[config.mk]
export PLATFORM = sky130hd
export DESIGN_NAME = csm_mult
export DESIGN_NICKNAME = d
export VERILOG_FILES = /design/src/rtl/csm_pkg.sv /design/src/rtl/csm_recode.sv /design/src/rtl/csm_ppgen.sv /design/src/rtl/csm_comp42.sv /design/src/rtl/csm_tree.sv /design/src/rtl/csm_mult.sv
export SDC_FILE = /design/constraint.sdc
export NUM_CORES = 1
export LEC_CHECK = 0
export BUFFER_PORTS_ARGS = -buffer_cell sky130_fd_sc_hd__clkbuf_2
export CORE_AREA = 4 4 41 43
export DETAILED_ROUTE_END_ITERATION = 8
export DIE_AREA = 0 0 45 47
export PLACE_DENSITY = 0.7
export REMOVE_ABC_BUFFERS = 1
export SLEW_MARGIN = 30
export SYNTH_ARGS = -nofsm -noshare
export SYNTH_HDL_FRONTEND = slang
export SYNTH_SLANG_ARGS = --single-unit
[constraint.sdc]
create_clock -name vclk -period 2.7
set_clock_uncertainty 0.15 [all_clocks]
set_input_delay 0.54 -clock vclk [all_inputs]
set_output_delay 0.54 -clock vclk [all_outputs]
set_load 0.02 [all_outputs]
[src/rtl/csm_pkg.sv]
// Package csm_pkg
// Shared elaboration-time helpers for the carry-save-input multiplier.
// Assumes row counts are small (at most a few dozen rows).
package csm_pkg;

    // Number of rows left after one compression level over r rows.
    function automatic int next_rows(input int r);
        int rem;
        rem = r % 4;
        return (r / 4) * 2 + ((rem == 3) ? 2 : rem);
    endfunction

    // Row count after l compression levels starting from n rows.
    function automatic int rows_at(input int n, input int l);
        int r;
        r = n;
        for (int k = 0; k < l; k++) begin
            r = next_rows(r);
        end
        return r;
    endfunction

    // Number of levels needed until at most two rows remain.
    function automatic int tree_levels(input int n);
        int r;
        int l;
        r = n;
        l = 0;
        while (r > 2) begin
            r = next_rows(r);
            l++;
        end
        return l;
    endfunction

endpackage

[src/rtl/csm_recode.sv]
// Module csm_recode
// One row of half adders that turns a carry-save operand into a digit
// vector. Digit i = one_o[i] + 2*two_o[i], in {0,1,2}.
// Assumes both input vectors carry identical bit weights.
module csm_recode #(
    parameter int N = 4
) (
    input  logic [N-1:0] vec_a_i,
    input  logic [N-1:0] vec_b_i,
    output logic [N-1:0] one_o,
    output logic [N-1:0] two_o
);

    // Half-adder row: XOR gives weight-1 flag, AND gives weight-2 flag.
    always_comb begin
        one_o = vec_a_i ^ vec_b_i;
        two_o = vec_a_i & vec_b_i;
    end

    // Checks that the digit flags are exclusive and keep the operand value.
    always_comb begin
        assert_digit_exclusive_R3: assert ((one_o & two_o) == '0)
            else $error("R3: digit flags overlap");
        assert_digit_value_R3: assert (
            ({1'b0, one_o} + {two_o, 1'b0}) ==
            ({1'b0, vec_a_i} + {1'b0, vec_b_i}))
            else $error("R3: recoded value differs from operand");
    end

endmodule

[src/rtl/csm_ppgen.sv]
// Module csm_ppgen
// Builds N partial-product rows, each W bits wide, from the digit flags
// and the binary operand. Row i holds digit_i * bin * 2^i.
// Assumes one_i and two_i are never both set in the same position.
module csm_ppgen #(
    parameter int N = 4,
    parameter int M = 4,
    parameter int W = N + M + 1
) (
    input  logic [N-1:0]   one_i,
    input  logic [N-1:0]   two_i,
    input  logic [M-1:0]   bin_i,
    output logic [N*W-1:0] rows_o
);

    logic [W-1:0] bin_ext;

    // Zero-extend the binary operand to the product width.
    always_comb bin_ext = W'(bin_i);

    for (genvar i = 0; i < N; i++) begin : g_row
        logic [W-1:0] term_one;
        logic [W-1:0] term_two;

        // Gate the two candidate shifts by the digit flags.
        always_comb begin
            term_one = {W{one_i[i]}} & (bin_ext << i);
            term_two = {W{two_i[i]}} & (bin_ext << (i + 1));
        end

        // Merge the mutually exclusive terms with a plain OR.
        always_comb rows_o[i*W +: W] = term_one | term_two;

        // Checks that the OR never merges two ones in a column.
        always_comb begin
            assert_pp_exclusive_R4: assert ((term_one & term_two) == '0)
                else $error("R4: partial-product terms collide in row %0d", i);
        end
    end

endmodule

[src/rtl/csm_comp42.sv]
// Module csm_comp42
// Row-wise 4:2 compressor: four W-bit rows in, two rows out, with the
// same sum modulo 2^W. The inner column carry does not depend on the
// incoming column carry, so there is no ripple across columns.
// Assumes inputs are defined; bits above W-1 are discarded.
module csm_comp42 #(
    parameter int W = 9
) (
    input  logic [W-1:0] a_i,
    input  logic [W-1:0] b_i,
    input  logic [W-1:0] c_i,
    input  logic [W-1:0] d_i,
    output logic [W-1:0] sum_o,
    output logic [W-1:0] carry_o
);

    logic [W-1:0] s1;
    logic [W-1:0] x_carry;

    // First full-adder layer; its majority output moves one column up.
    always_comb begin
        s1      = a_i ^ b_i ^ c_i;
        x_carry = ((a_i & b_i) | (a_i & c_i) | (b_i & c_i)) << 1;
    end

    // Second full-adder layer folds in the fourth row and the column carry.
    always_comb begin
        sum_o   = s1 ^ d_i ^ x_carry;
        carry_o = ((s1 & d_i) | (s1 & x_carry) | (d_i & x_carry)) << 1;
    end

    // Checks that the compressor keeps the modular row sum.
    always_comb begin
        assert_comp42_sum_R5: assert (
            W'(sum_o + carry_o) == W'(a_i + b_i + c_i + d_i))
            else $error("R5: 4:2 compressor lost value");
    end

endmodule

[src/rtl/csm_tree.sv]
// Module csm_tree
// Reduces N partial-product rows to two rows using levels of 4:2
// compressor groups; three leftover rows pass through a 3:2 row,
// one or two leftover rows pass straight through.
// Assumes N >= 1; a single row yields a zero carry output.
module csm_tree #(
    parameter int N = 4,
    parameter int W = 9
) (
    input  logic [N*W-1:0] rows_i,
    output logic [W-1:0]   sum_o,
    output logic [W-1:0]   carry_o
);

    localparam int LV   = csm_pkg::tree_levels(N);
    localparam int RFIN = csm_pkg::rows_at(N, LV);

    for (genvar lv = 0; lv <= LV; lv++) begin : stg
        localparam int RO = csm_pkg::rows_at(N, lv);
        logic [W-1:0] r [RO];

        if (lv == 0) begin : g_load
            for (genvar j = 0; j < RO; j++) begin : g_ld
                // Unpack the incoming partial-product rows.
                assign r[j] = rows_i[j*W +: W];
            end
        end else begin : g_reduce
            localparam int RI = csm_pkg::rows_at(N, lv - 1);
            localparam int G4 = RI / 4;
            localparam int RM = RI % 4;

            for (genvar g = 0; g < G4; g++) begin : g_grp
                csm_comp42 #(.W(W)) u_c42 (
                    .a_i     (stg[lv-1].r[4*g]),
                    .b_i     (stg[lv-1].r[4*g+1]),
                    .c_i     (stg[lv-1].r[4*g+2]),
                    .d_i     (stg[lv-1].r[4*g+3]),
                    .sum_o   (r[2*g]),
                    .carry_o (r[2*g+1])
                );
            end

            if (RM == 3) begin : g_fa
                logic [W-1:0] fa_a;
                logic [W-1:0] fa_b;
                logic [W-1:0] fa_c;
                // Gather the three leftover rows for the 3:2 row.
                always_comb begin
                    fa_a = stg[lv-1].r[4*G4];
                    fa_b = stg[lv-1].r[4*G4+1];
                    fa_c = stg[lv-1].r[4*G4+2];
                end
                // Full-adder row: parity stays, majority shifts up one column.
                always_comb begin
                    r[2*G4]   = fa_a ^ fa_b ^ fa_c;
                    r[2*G4+1] = ((fa_a & fa_b) | (fa_a & fa_c) | (fa_b & fa_c)) << 1;
                end
                // Checks that the 3:2 row keeps the modular row sum.
                always_comb begin
                    assert_csa32_sum_R5: assert (
                        W'(r[2*G4] + r[2*G4+1]) == W'(fa_a + fa_b + fa_c))
                        else $error("R5: 3:2 row lost value");
                end
            end else begin : g_pass
                for (genvar j = 0; j < RM; j++) begin : g_p
                    // Leftover rows skip this level unchanged.
                    assign r[2*G4+j] = stg[lv-1].r[4*G4+j];
                end
            end
        end
    end

    // Drive the two output vectors from the last level.
    if (RFIN >= 2) begin : g_two
        assign sum_o   = stg[LV].r[0];
        assign carry_o = stg[LV].r[1];
    end else begin : g_one
        assign sum_o   = stg[LV].r[0];
        assign carry_o = '0;
    end

    logic [W-1:0] row_total;

    // Reference modular sum of all incoming rows, for the tree check.
    always_comb begin
        row_total = '0;
        for (int j = 0; j < N; j++) begin
            row_total = row_total + rows_i[j*W +: W];
        end
    end

    // Checks that the whole tree keeps the modular sum of its rows.
    always_comb begin
        assert_tree_sum_R5: assert (W'(sum_o + carry_o) == row_total)
            else $error("R5: tree output does not match row sum");
    end

endmodule

[src/rtl/csm_mult.sv]
// Module csm_mult
// Combinational unsigned multiplier: carry-save operand (two N-bit
// vectors) times binary operand (M bits), product in carry-save form,
// N+M+1 bits wide, modulo 2^(N+M+1).
// Assumes defined inputs; no clock, no state.
module csm_mult #(
    parameter int N = 4,
    parameter int M = 4
) (
    input  logic [N-1:0]     op_sum_i,
    input  logic [N-1:0]     op_carry_i,
    input  logic [M-1:0]     op_bin_i,
    output logic [N+M:0]     prod_sum_o,
    output logic [N+M:0]     prod_carry_o
);

    localparam int W = N + M + 1;

    logic [N-1:0]   dig_one;
    logic [N-1:0]   dig_two;
    logic [N*W-1:0] pp_rows;

    csm_recode #(.N(N)) u_recode (
        .vec_a_i (op_sum_i),
        .vec_b_i (op_carry_i),
        .one_o   (dig_one),
        .two_o   (dig_two)
    );

    csm_ppgen #(.N(N), .M(M), .W(W)) u_ppgen (
        .one_i  (dig_one),
        .two_i  (dig_two),
        .bin_i  (op_bin_i),
        .rows_o (pp_rows)
    );

    csm_tree #(.N(N), .W(W)) u_tree (
        .rows_i  (pp_rows),
        .sum_o   (prod_sum_o),
        .carry_o (prod_carry_o)
    );

    logic [2*W-1:0] full_prod;

    // Wide product of the port values, used only by the checks below.
    always_comb begin
        full_prod = ((2*W)'(op_sum_i) + (2*W)'(op_carry_i)) * (2*W)'(op_bin_i);
    end

    // Checks the port-level product and that it never exceeds W bits.
    always_comb begin
        assert_product_R1: assert (W'(prod_sum_o + prod_carry_o) == W'(full_prod))
            else $error("R1: carry-save product wrong");
        assert_no_overflow_R2: assert ((full_prod >> W) == '0)
            else $error("R2: product exceeds output width");
        assert_zero_bin_R6: assert (op_bin_i != '0 ||
            (prod_sum_o == '0 && prod_carry_o == '0))
            else $error("R6: zero binary operand gave nonzero output");
    end

endmodule

**Word-level counts from Yosys, hierarchy flattened**

Index checks and enable logic that the tools add are counted.
W data, S select, Z words.

- Word-level logic and storage cells: 28
- Output and inout port bits: 18
- Input port bits: 12
- Bits in registers: 0

- Bitwise operators: 28

Operators with widths:

| cell | number |
|---|---|
| $and A8 B8 Y8 | 6 |
| $or A9 B9 Y9 | 4 |
| $xor A9 B9 Y9 | 4 |
| $or A8 B8 Y8 | 4 |
| $and A9 B5 Y9 | 2 |
| $and A9 B6 Y9 | 2 |
| $and A9 B7 Y9 | 2 |
| $and A9 B4 Y9 | 1 |
| $and A9 B8 Y9 | 1 |
| $and A4 B4 Y4 | 1 |
| $xor A4 B4 Y4 | 1 |

**Logic depth before layout (Yosys ltp)**

Gate-level depths: netlist of run 1.

- Depth after elaboration: 9
- Gate-level depth with buffers: 4
- Depth with buffers taken out: 4

**Cells and area by module**

A second synthesis of run 1 with hierarchy kept.

- Cells, all modules: 64
- Area, all modules: 715.7 um2

By module, submodules not included:

| module | cells an instance | sequential area each (um2) | area an instance (um2) | instances |
|---|---|---|---|---|
| csm_comp42 | 21 | 0.0 | 364.1 | 1 |
| csm_ppgen | 39 | 0.0 | 301.5 | 1 |
| csm_recode | 4 | 0.0 | 50.0 | 1 |

**Worst setup path after synthesis of run 1**

Ideal clock, no wire load.

- Path type: input to output
- Start point: input port op_sum_i[0]
- End point: output port prod_sum_o[3]
- Path slack: -254 ps
- Required time: 2010 ps
- Path buffers: 0
- Data arrival time: 2264 ps
- Stages: 4
- Cells stage by stage: ha_1 > a22o_1 > fa_1 > fa_1

- Word-level cells in the longest chain between the ends: 7
- Elaborated cells on any way between the ends: 13
- Those cells by class: bitwise: 13

Ends and longest elaborated chain:

| what | line | RTL |
|---|---|---|
| start, declared | csm_mult.sv:10 | `input logic [N-1:0] op_sum_i,` |
| $xor A4 B4 Y4 or $and A4 B4 Y4 (tied branches) | csm_recode.sv:16, csm_recode.sv:17 |  |
| $and A9 B4 Y9 or $and A9 B5 Y9 (tied branches) | csm_ppgen.sv:27, csm_ppgen.sv:28 |  |
| $or A9 B9 Y9 (*) | csm_ppgen.sv:32 | `always_comb rows_o[i*W +: W] = term_one \| term_two;` |
| $xor A9 B9 Y9 or $and A8 B8 Y8 (tied branches) | csm_comp42.sv:22, csm_comp42.sv:23 |  |
| $xor A9 B9 Y9 or $or A8 B8 Y8 (tied branches) | csm_comp42.sv:22, csm_comp42.sv:23 |  |
| $xor A9 B9 Y9 or $or A8 B8 Y8 (tied branches) | csm_comp42.sv:28, csm_comp42.sv:23 |  |
| $xor A9 B9 Y9 (*) | csm_comp42.sv:28 | `sum_o = s1 ^ d_i ^ x_carry;` |
| end, declared | csm_mult.sv:13 | `output logic [N+M:0] prod_sum_o,` |

Every way passes the cells marked *; elsewhere a longest branch is shown, timed or not.

**Final worst setup path of run 1**

- Start point: input port op_carry_i[0]
- End point: output port prod_sum_o[3]

- Word-level cells in the longest chain between the ends: 7
- Elaborated cells on any way between the ends: 13
- Those cells by class: bitwise: 13

Ends and longest elaborated chain:

| what | line | RTL |
|---|---|---|
| start, declared | csm_mult.sv:11 | `input logic [N-1:0] op_carry_i,` |
| $xor A4 B4 Y4 or $and A4 B4 Y4 (tied branches) | csm_recode.sv:16, csm_recode.sv:17 |  |
| $and A9 B4 Y9 or $and A9 B5 Y9 (tied branches) | csm_ppgen.sv:27, csm_ppgen.sv:28 |  |
| $or A9 B9 Y9 (*) | csm_ppgen.sv:32 |  |
| $xor A9 B9 Y9 or $and A8 B8 Y8 (tied branches) | csm_comp42.sv:22, csm_comp42.sv:23 |  |
| $xor A9 B9 Y9 or $or A8 B8 Y8 (tied branches) | csm_comp42.sv:22, csm_comp42.sv:23 |  |
| $xor A9 B9 Y9 or $or A8 B8 Y8 (tied branches) | csm_comp42.sv:28, csm_comp42.sv:23 |  |
| $xor A9 B9 Y9 (*) | csm_comp42.sv:28 |  |

Marks and branches as above.

==> results of run 1 <==
report_power, final:
| group | switching [W] | internal (W) |
|---|---|---|
| Combinational | 0.000141 | 0.000162 |
| Sequential | 0 | 0 |
| Clock | 0 | 0 |
area by class of cell:
cell class / instances / area (um^2) / share of cell area (%)
multi-input cells: 39 / 475 / 62.1
repair buffers: 33 / 272 / 35.5
well taps: 15 / 18.8 / 2.45
layout by cell type, fill, tap and decap left out:
cell type / instances
buf_6: 5
a22o_1: 11
conb_1: 5
ha_4: 4
and2_4: 1
clkbuf_8: 2
buf_8: 4
ha_1: 3
fa_2: 5
clkbuf_2: 15
fa_1: 2
buf_4: 7
a22o_4: 1
and2_1: 7
per-stage QoR:
stage	utilization [%]	cell area, um^2	setup TNS, ns	total power (W)	setup WS [ns]
6_report	58.8	766	-0.711	0.000303	-0.232
2_1_floorplan	-	402	-0.728	0.000154	-0.254
3_3_place_gp	46.0	598	-1.86	0.000205	-0.397
5_1_grt	58.8	766	-0.943	0.000329	-0.275
4_1_cts	54.4	708	-0.916	0.000273	-0.255
3_5_place_dp	46.0	598	-2.02	0.000207	-0.411
metal layers:
metal | GRT usage (%) | vias up
li1 | - | 204
met1 | 13.9 | 204
met2 | 21.2 | 21
met3 | 1.15 | 0
met4 | 1.75 | 0
met5 | 0 | -
worst max-delay path by stage:
stage                          endpoint
after global routing      prod_sum_o[3]
after detailed placement  prod_sum_o[3]
final                     prod_sum_o[3]
after global placement    prod_sum_o[3]
after floorplan           prod_sum_o[3]
after CTS                 prod_sum_o[3]
worst min-delay path, stage by stage:
cell and delay, ns:
clkbuf_2 0.12, buf_4 0.13, and2_1 0.12, clkbuf_2 0.16
what timing repair did:
item / in CTS / in global routing
gates resized for setup: 20 / 15
setup buffers: 1 / 0
endpoints found under the setup margin: 8 / 8
pin swaps: 10 / 9
cell families after synthesis:
family | count (synthesis)
other | 1
buffers and inverters | 7
AOI/OAI and AO/OA | 12
and+or+nand+nor | 8
adders and majority gates | 14
==> flow_summary_export.csv, run 1 <==
group,metric,value,unit
hold_path,min_from,"op_bin_i[3]",
timing,fin_crit_sh,109,%
drt,via_count,429,
drt,highest_layer,"met3",
drt,dr_wl_met2,633,um
setup_path,end_kind,"output pin",
drt,wl_met1,425,um
timing,setup_violations,6,
yosys,syn_avg_cell_area,10.6,um^2
yosys,synth_top_area_cell,"fa_1",
drt,wl_met3,102,um
floorplanning,die_w,45,um
setup_path,slowest_delay,0.57,ns
floorplanning,core,1300,um^2
grt,grt_overflow_total,0,
yosys,synth.area.mux_share,0,%
floorplanning,start_util,34.3,%
drt,via_per_inst,4.93,
timing,hold_slack,1.45,ns
yosys,synth_top_family_by_area,"adder cells",
timing,timing.final.ws_setup,-0.232,ns
yosys,ys_types,7,
setup_path,crit_type,"in -> out",
final_layout,fillers,121,
setup_path,crit_path_cell_trace,"buf_6, ha_4, a22o_1, fa_2, fa_1, clkbuf_8",
final_layout,instances_no_fill,87,
setup_path,cp.depth,6,
floorplanning,pin_count,30,
setup_path,slowest_stage,"fa_2",
yosys,synth-xor-area-share,0,%
drt,firstDrtPassIters,2,
grt,gr-usage-all-layers,11.2,%
setup_path,crit_fanout,3,
final_layout,drive_above_1_share,61.1,%
place,place_congestion,0.709,
power,power_density,396,nW/um^2
setup_path,crit_buf_inv,2,
final_layout,finalNetCount,100,
floorplanning,die-area,2120,um^2
yosys,synth_top_area_share,31.4,%
final_layout,seqCellArea,0,um^2
timing,period_minus_slack,2.93,ns
yosys,synth_area_leaders,"fa_1 31%, a22o_1 24%, ha_1 20%",
hold_path,worst_hold_path_type,"in -> out",
yosys,yosys.area_share.adder,51.0,%
yosys,yosysMostFrequentCell,"a22o_1",
floorplanning,die_y,47,um
grt,grt_start_max_net_pins,8,
final_layout,nClkBuffers,0,
drt,wl_per_cell,13.3,um
drt,drtAntennaViolNets,0,
place,numPortBuffers,25,
final_layout,area_delta_synth_final,71.4,%
grt,grt_pass1_vias,457,
timing,hold_viol_final,0,
outcome,status,"finished, violations left",
setup_path,start_kind,"primary input",
yosys,synth-compound-area-share,23.5,%
hold_path,whs_endpoint,"prod_sum_o[7]",
final_layout,seq_cell_count,0,
hold_path,worstHoldPathCells,4,
grt,grt_pass1_wl,1840,um
power,vdd_ir_drop_max,0.187,mV
yosys,ys.warnings.count,0,
timing,fmax,0.341,GHz
setup_path,critPathLaunch,"op_carry_i[0]",
drt,wirelength,1160,um
run,cap_violations,0,
setup_path,cp.required,2.01,ns
drt,drc_errors,0,
power,leakagePower,0.375,nW
place,dp_cells,86,
timing,drv_slew,0,
yosys,ys_top_cells_by_count,"12 x a22o_1, 8 x and2_1, 7 x fa_1, 7 x ha_1, 5 x buf_4",
yosys,synth-simple-area-share,11.2,%
grt,antenna_found_initial,0,
timing,rsz0062_at_grt,"yes",
yosys,synth.yosys.seq_area_share,0,%
place,hpwl,940,um
setup_path,arrival,2.24,ns
yosys,synth.cell_area,447,um^2
final_layout,diodes,0,
clock_network,postCtsHoldBufs,0,
outcome,violations,"negative setup slack",
setup_path,critPathTopFamily,"adder cells",
yosys,netlist_instances,42,
drt,drtIter0Drc,2,
floorplanning,rows,13,
(Power assumes the default switching activity.)
==> run 2: changes to the inputs <==
Settings changed: TNS_END_PERCENT from default to 5.
==> run 2 against run 1 <==
  * Worst hold slack got worse by 0.0043 ns
  * Final area decreased by 12%
  * Critical path type unchanged
  * First-iteration DRC count grew to 2.5 times the previous value
  * The flow still finishes with violations (negative setup slack)
==> flow_summary_export.csv, run 2 (same netlist as run 1, synthesis figures left out) <==
group,metric,value,unit
outcome,status,"finished, violations left",
outcome,violations,"negative setup slack",
floorplanning,die_w,45,um
grt,grt_busiest_layer,"met2",
drt,via_count,424,
setup_path,start_kind,"primary input",
timing,hold_viol_final,0,
grt,grt_util_met3,1.15,%
clock_network,cts_setup_buffers,0,
power,clkPwrFrac,0,%
drt,wl_per_cell,12.0,um
power,seqPwrFrac,0,%
drt,drtAntennaViolNets,0,
final_layout,layout_commonest_cell,"clkbuf_2",
power,total_power,0.000246,W
power,power_density,364,nW/um^2
drt,drc_errors,0,
grt,met1_usage,13.5,%
place,hpwl,940,um
power,leakagePower,0.354,nW
grt,grt_pass1_wl,1640,um
timing,fin_crit_sh,109,%
power,combinationalPowerShare,100.0,%
timing,hold_slack,1.45,ns
drt,firstDrtPassIters,4,
setup_path,end_kind,"output pin",
final_layout,finalNetCount,99,
setup_path,slowest_stage,"fa_2",
drt,via_per_inst,4.93,
floorplanning,pin_count,30,
final_layout,final_cell_area,676,um^2
place,numPortBuffers,25,
setup_path,critPathTopFamily,"adder cells",
timing,period_minus_slack,2.93,ns
timing,drv_slew,0,
setup_path,arrival,2.24,ns
timing,setup_violations,6,
setup_path,crit_buf_inv,2,
grt,antenna_found_initial,0,
run,cap_violations,0,
timing,timing.final.ws_setup,-0.230,ns
setup_path,crit_path_cell_trace,"buf_6, ha_4, a22o_1, fa_2, fa_1, clkbuf_8",
setup_path,crit_fanout,3,
final_layout,area_delta_synth_final,51.3,%
hold_path,worst_hold_path_type,"in -> out",
power,switching_share,51.6,%
grt,met2_usage,17.2,%
setup_path,slowest_delay,0.57,ns
final_layout,drive_above_1_share,53.5,%
timing,fmax,0.341,GHz
power,p_int,0.000119,W
floorplanning,start_util,34.3,%
grt,grt_pass1_vias,411,
timing,rsz0062_at_grt,"yes",
floorplanning,core,1300,um^2
drt,drtIter0Drc,5,
grt,gr-usage-all-layers,10.1,%
drt,wirelength,1030,um
power,p_sw,0.000127,W
floorplanning,die_y,47,um
setup_path,cp.required,2.01,ns
floorplanning,die-area,2120,um^2
floorplanning,rows,13,
final_layout,seq_cell_count,0,
final_layout,seqCellArea,0,um^2
place,place_congestion,0.709,
final_layout,nClkBuffers,0,
setup_path,crit_type,"in -> out",
final_layout,diodes,0,
power,vdd_ir_drop_max,0.166,mV
place,placed_area,598,um^2
grt,grt_start_max_net_pins,8,
final_layout,mostFrequentLayoutCells,"18 x clkbuf_2, 12 x a22o_1, 8 x and2_1",
clock_network,postCtsHoldBufs,0,
grt,grt_overflow_total,0,
==> run 2: power groups by stage <==
stage / clock, W / sequential (W) / combinational, W
final: 0 / 0 / 0.000246
after floorplan: 0 / 0 / 0.000154
after global placement: 0 / 0 / 0.000205
after global routing: 0 / 0 / 0.000272
after detailed placement: 0 / 0 / 0.000207
after CTS: 0 / 0 / 0.000250
==> run 2: cell type report <==
type / count / area, um^2
Timing Repair Buffer: 32 / 210
Multi-Input combinational cell: 39 / 447
Fill cell: 128 / 626
Tap cell: 15 / 18.8
==> run 2: stage by stage <==
| stage | std cells | utilization [%] | setup slack, ns | setup TNS, ns |
|---|---|---|---|---|
| 2_1_floorplan | 39 | - | -0.254 | -0.728 |
| 6_report | 86 | 51.9 | -0.230 | -0.788 |
| 3_5_place_dp | 86 | 46.0 | -0.411 | -2.02 |
| 4_1_cts | 86 | 51.2 | -0.258 | -0.888 |
| 3_3_place_gp | 86 | 46.0 | -0.397 | -1.86 |
| 5_1_grt | 86 | 51.9 | -0.272 | -1.12 |
==> run 2: tightest hold or removal path, delay by kind of cell <==
kind / cells / cell delay [ns]
and+or+nand+nor: 1 / 0.12
buffers and inverters: 3 / 0.40
==> run 2: layer usage <==
layer	share of wire (%)	routed length, um
met1	40	414
met2	46	477
met3	12	121
met4	1.8	19
met5	0	0
==> run 2: worst paths after layout <==
kind / cells after the start / startpoint / to
setup / recovery: 6 / op_carry_i[0] / prod_sum_o[3]
hold / removal: 4 / op_bin_i[3] / prod_sum_o[7]
==> run 2: what timing repair did <==
action	in CTS	in global routing
pin swaps	5	5
endpoints found under the setup margin	8	8
gates resized for setup	11	6
==> run 3: changes to the inputs <==
Settings changed: MAX_ROUTING_LAYER from default to met4.
==> run 3 against run 2 <==
  * The flow still finishes with violations (negative setup slack)
  * First-iteration DRC count did not move
  * Sequential share of layout area is the same
  * Final area is the same
  * Via count stayed put
  * Worst setup slack did not move
  * Final cell count unchanged
  * Critical endpoint unchanged
==> flow_summary_export.csv, run 3 (same netlist as run 1, synthesis figures left out) <==
group,metric,value,unit
outcome,status,"finished, violations left",
outcome,violations,"negative setup slack",
drt,wl_met3,103,um
floorplanning,die_y,47,um
final_layout,mostFrequentLayoutCells,"18 x clkbuf_2, 12 x a22o_1, 8 x and2_1",
drt,via_per_inst,4.93,
final_layout,area_delta_synth_final,51.3,%
final_layout,nClkBuffers,0,
timing,setup_violations,6,
grt,grt_overflow_total,0,
final_layout,seqCellArea,0,um^2
final_layout,diodes,0,
setup_path,crit_type,"in -> out",
place,numPortBuffers,25,
clock_network,postCtsHoldBufs,0,
setup_path,cp.required,2.01,ns
final_layout,layout_commonest_cell,"clkbuf_2",
timing,fmax,0.341,GHz
setup_path,arrival,2.24,ns
grt,grt_start_max_net_pins,8,
power,clkPwrFrac,0,%
timing,timing.final.ws_setup,-0.230,ns
hold_path,min_from,"op_bin_i[3]",
floorplanning,die-area,2120,um^2
floorplanning,die_w,45,um
floorplanning,core,1300,um^2
final_layout,instances_no_fill,86,
setup_path,end_kind,"output pin",
drt,drtAntennaViolNets,0,
timing,fin_crit_sh,109,%
place,dpl_worst_slack,-0.411,ns
power,vdd_ir_drop_max,0.166,mV
final_layout,drive_above_1_share,53.5,%
timing,hold_viol_final,0,
drt,firstDrtPassIters,4,
grt,grt_pass1_vias,411,
place,dp_cells,86,
timing,rsz0062_at_grt,"yes",
drt,drtIter0Drc,5,
grt,gr-usage-all-layers,10.4,%
drt,wirelength,1030,um
place,hpwl,940,um
drt,wl_met1,432,um
timing,drv_slew,0,
setup_path,critPathLaunch,"op_carry_i[0]",
place,place_congestion,0.717,
floorplanning,rows,13,
floorplanning,start_util,34.3,%
hold_path,whs_endpoint,"prod_sum_o[7]",
power,p_sw,0.000127,W
final_layout,finalNetCount,99,
drt,via_count,424,
power,combinationalPowerShare,100.0,%
power,p_int,0.000119,W
final_layout,seq_cell_count,0,
drt,dr_wl_met2,477,um
clock_network,cts_setup_buffers,0,
run,cap_violations,0,
power,switching_share,51.6,%
final_layout,fillers,128,
drt,wl_per_cell,12.0,um
drt,drc_errors,0,
grt,antenna_found_initial,0,
power,seqPwrFrac,0,%
floorplanning,pin_count,30,
grt,grt_pass1_wl,1640,um
drt,highest_layer,"met4",
setup_path,start_kind,"primary input",
hold_path,worstHoldPathCells,4,
power,leakagePower,0.354,nW
power,power_density,364,nW/um^2
setup_path,crit_fanout,3,
timing,period_minus_slack,2.93,ns
hold_path,worst_hold_path_type,"in -> out",
[run 3: cell counts in the layout (fill, tap and decap cells not counted)]
No cell type changed its count.
[run 3: per-stage QoR]
| stage | cell area, um^2 | hold WS (ns) | total power, W | setup TNS (ns) | utilization [%] |
|---|---|---|---|---|---|
| 6_report | 676 | 1.45 | 0.000246 | -0.789 | 51.9 |
| 5_1_grt | 676 | 1.48 | 0.000271 | -1.12 | 51.9 |
| 4_1_cts | 667 | 1.45 | 0.000250 | -0.888 | 51.2 |
| 3_5_place_dp | 598 | 1.45 | 0.000207 | -2.02 | 46.0 |
| 3_3_place_gp | 598 | 1.44 | 0.000205 | -1.86 | 46.0 |
| 2_1_floorplan | 402 | 1.11 | 0.000154 | -0.728 | - |
[run 3: worst max-delay path by stage]
stage,slack [ns],to,cells past startpoint
4_1_cts,-0.26,prod_sum_o[3],6
3_3_place_gp,-0.40,prod_sum_o[3],6
2_1_floorplan,-0.25,prod_sum_o[3],4
3_5_place_dp,-0.41,prod_sum_o[3],6
6_report,-0.23,prod_sum_o[3],6
5_1_grt,-0.27,prod_sum_o[3],6
[run 3: area by class of cell]
class,count,area (um^2),share of cell area (%)
Multi-Input combinational cell,39,447,66.1
Tap cell,15,18.8,2.78
Timing Repair Buffer,32,210,31.1
[run 3: per-layer routing]
| layer | track usage (%) | vias up |
|---|---|---|
| met1 | 13.9 | 194 |
| met3 | 0.383 | 2 |
| met2 | 17.2 | 26 |
| met5 | - | - |
| met4 | 2.92 | 0 |
| li1 | - | 202 |
[run 3: power by group through the flow]
stage	logic, W	registers (W)	clock network (W)
final	0.000246	0	0
after global routing	0.000271	0	0
after CTS	0.000250	0	0
after detailed placement	0.000207	0	0
after global placement	0.000205	0	0
after floorplan	0.000154	0	0
[run 3: repair_timing]
action | 4_1_cts | 5_1_grt
resized for setup | 11 | 6
setup endpoints to repair | 8 | 8
hold endpoints to repair | 0 | 0
pin swaps | 5 | 5
[run 3: worst max-delay path, stage by stage]
cell      delay (ns)
buf_6           0.10
ha_4            0.23
a22o_1          0.23
fa_2            0.57
fa_1            0.41
clkbuf_8        0.16
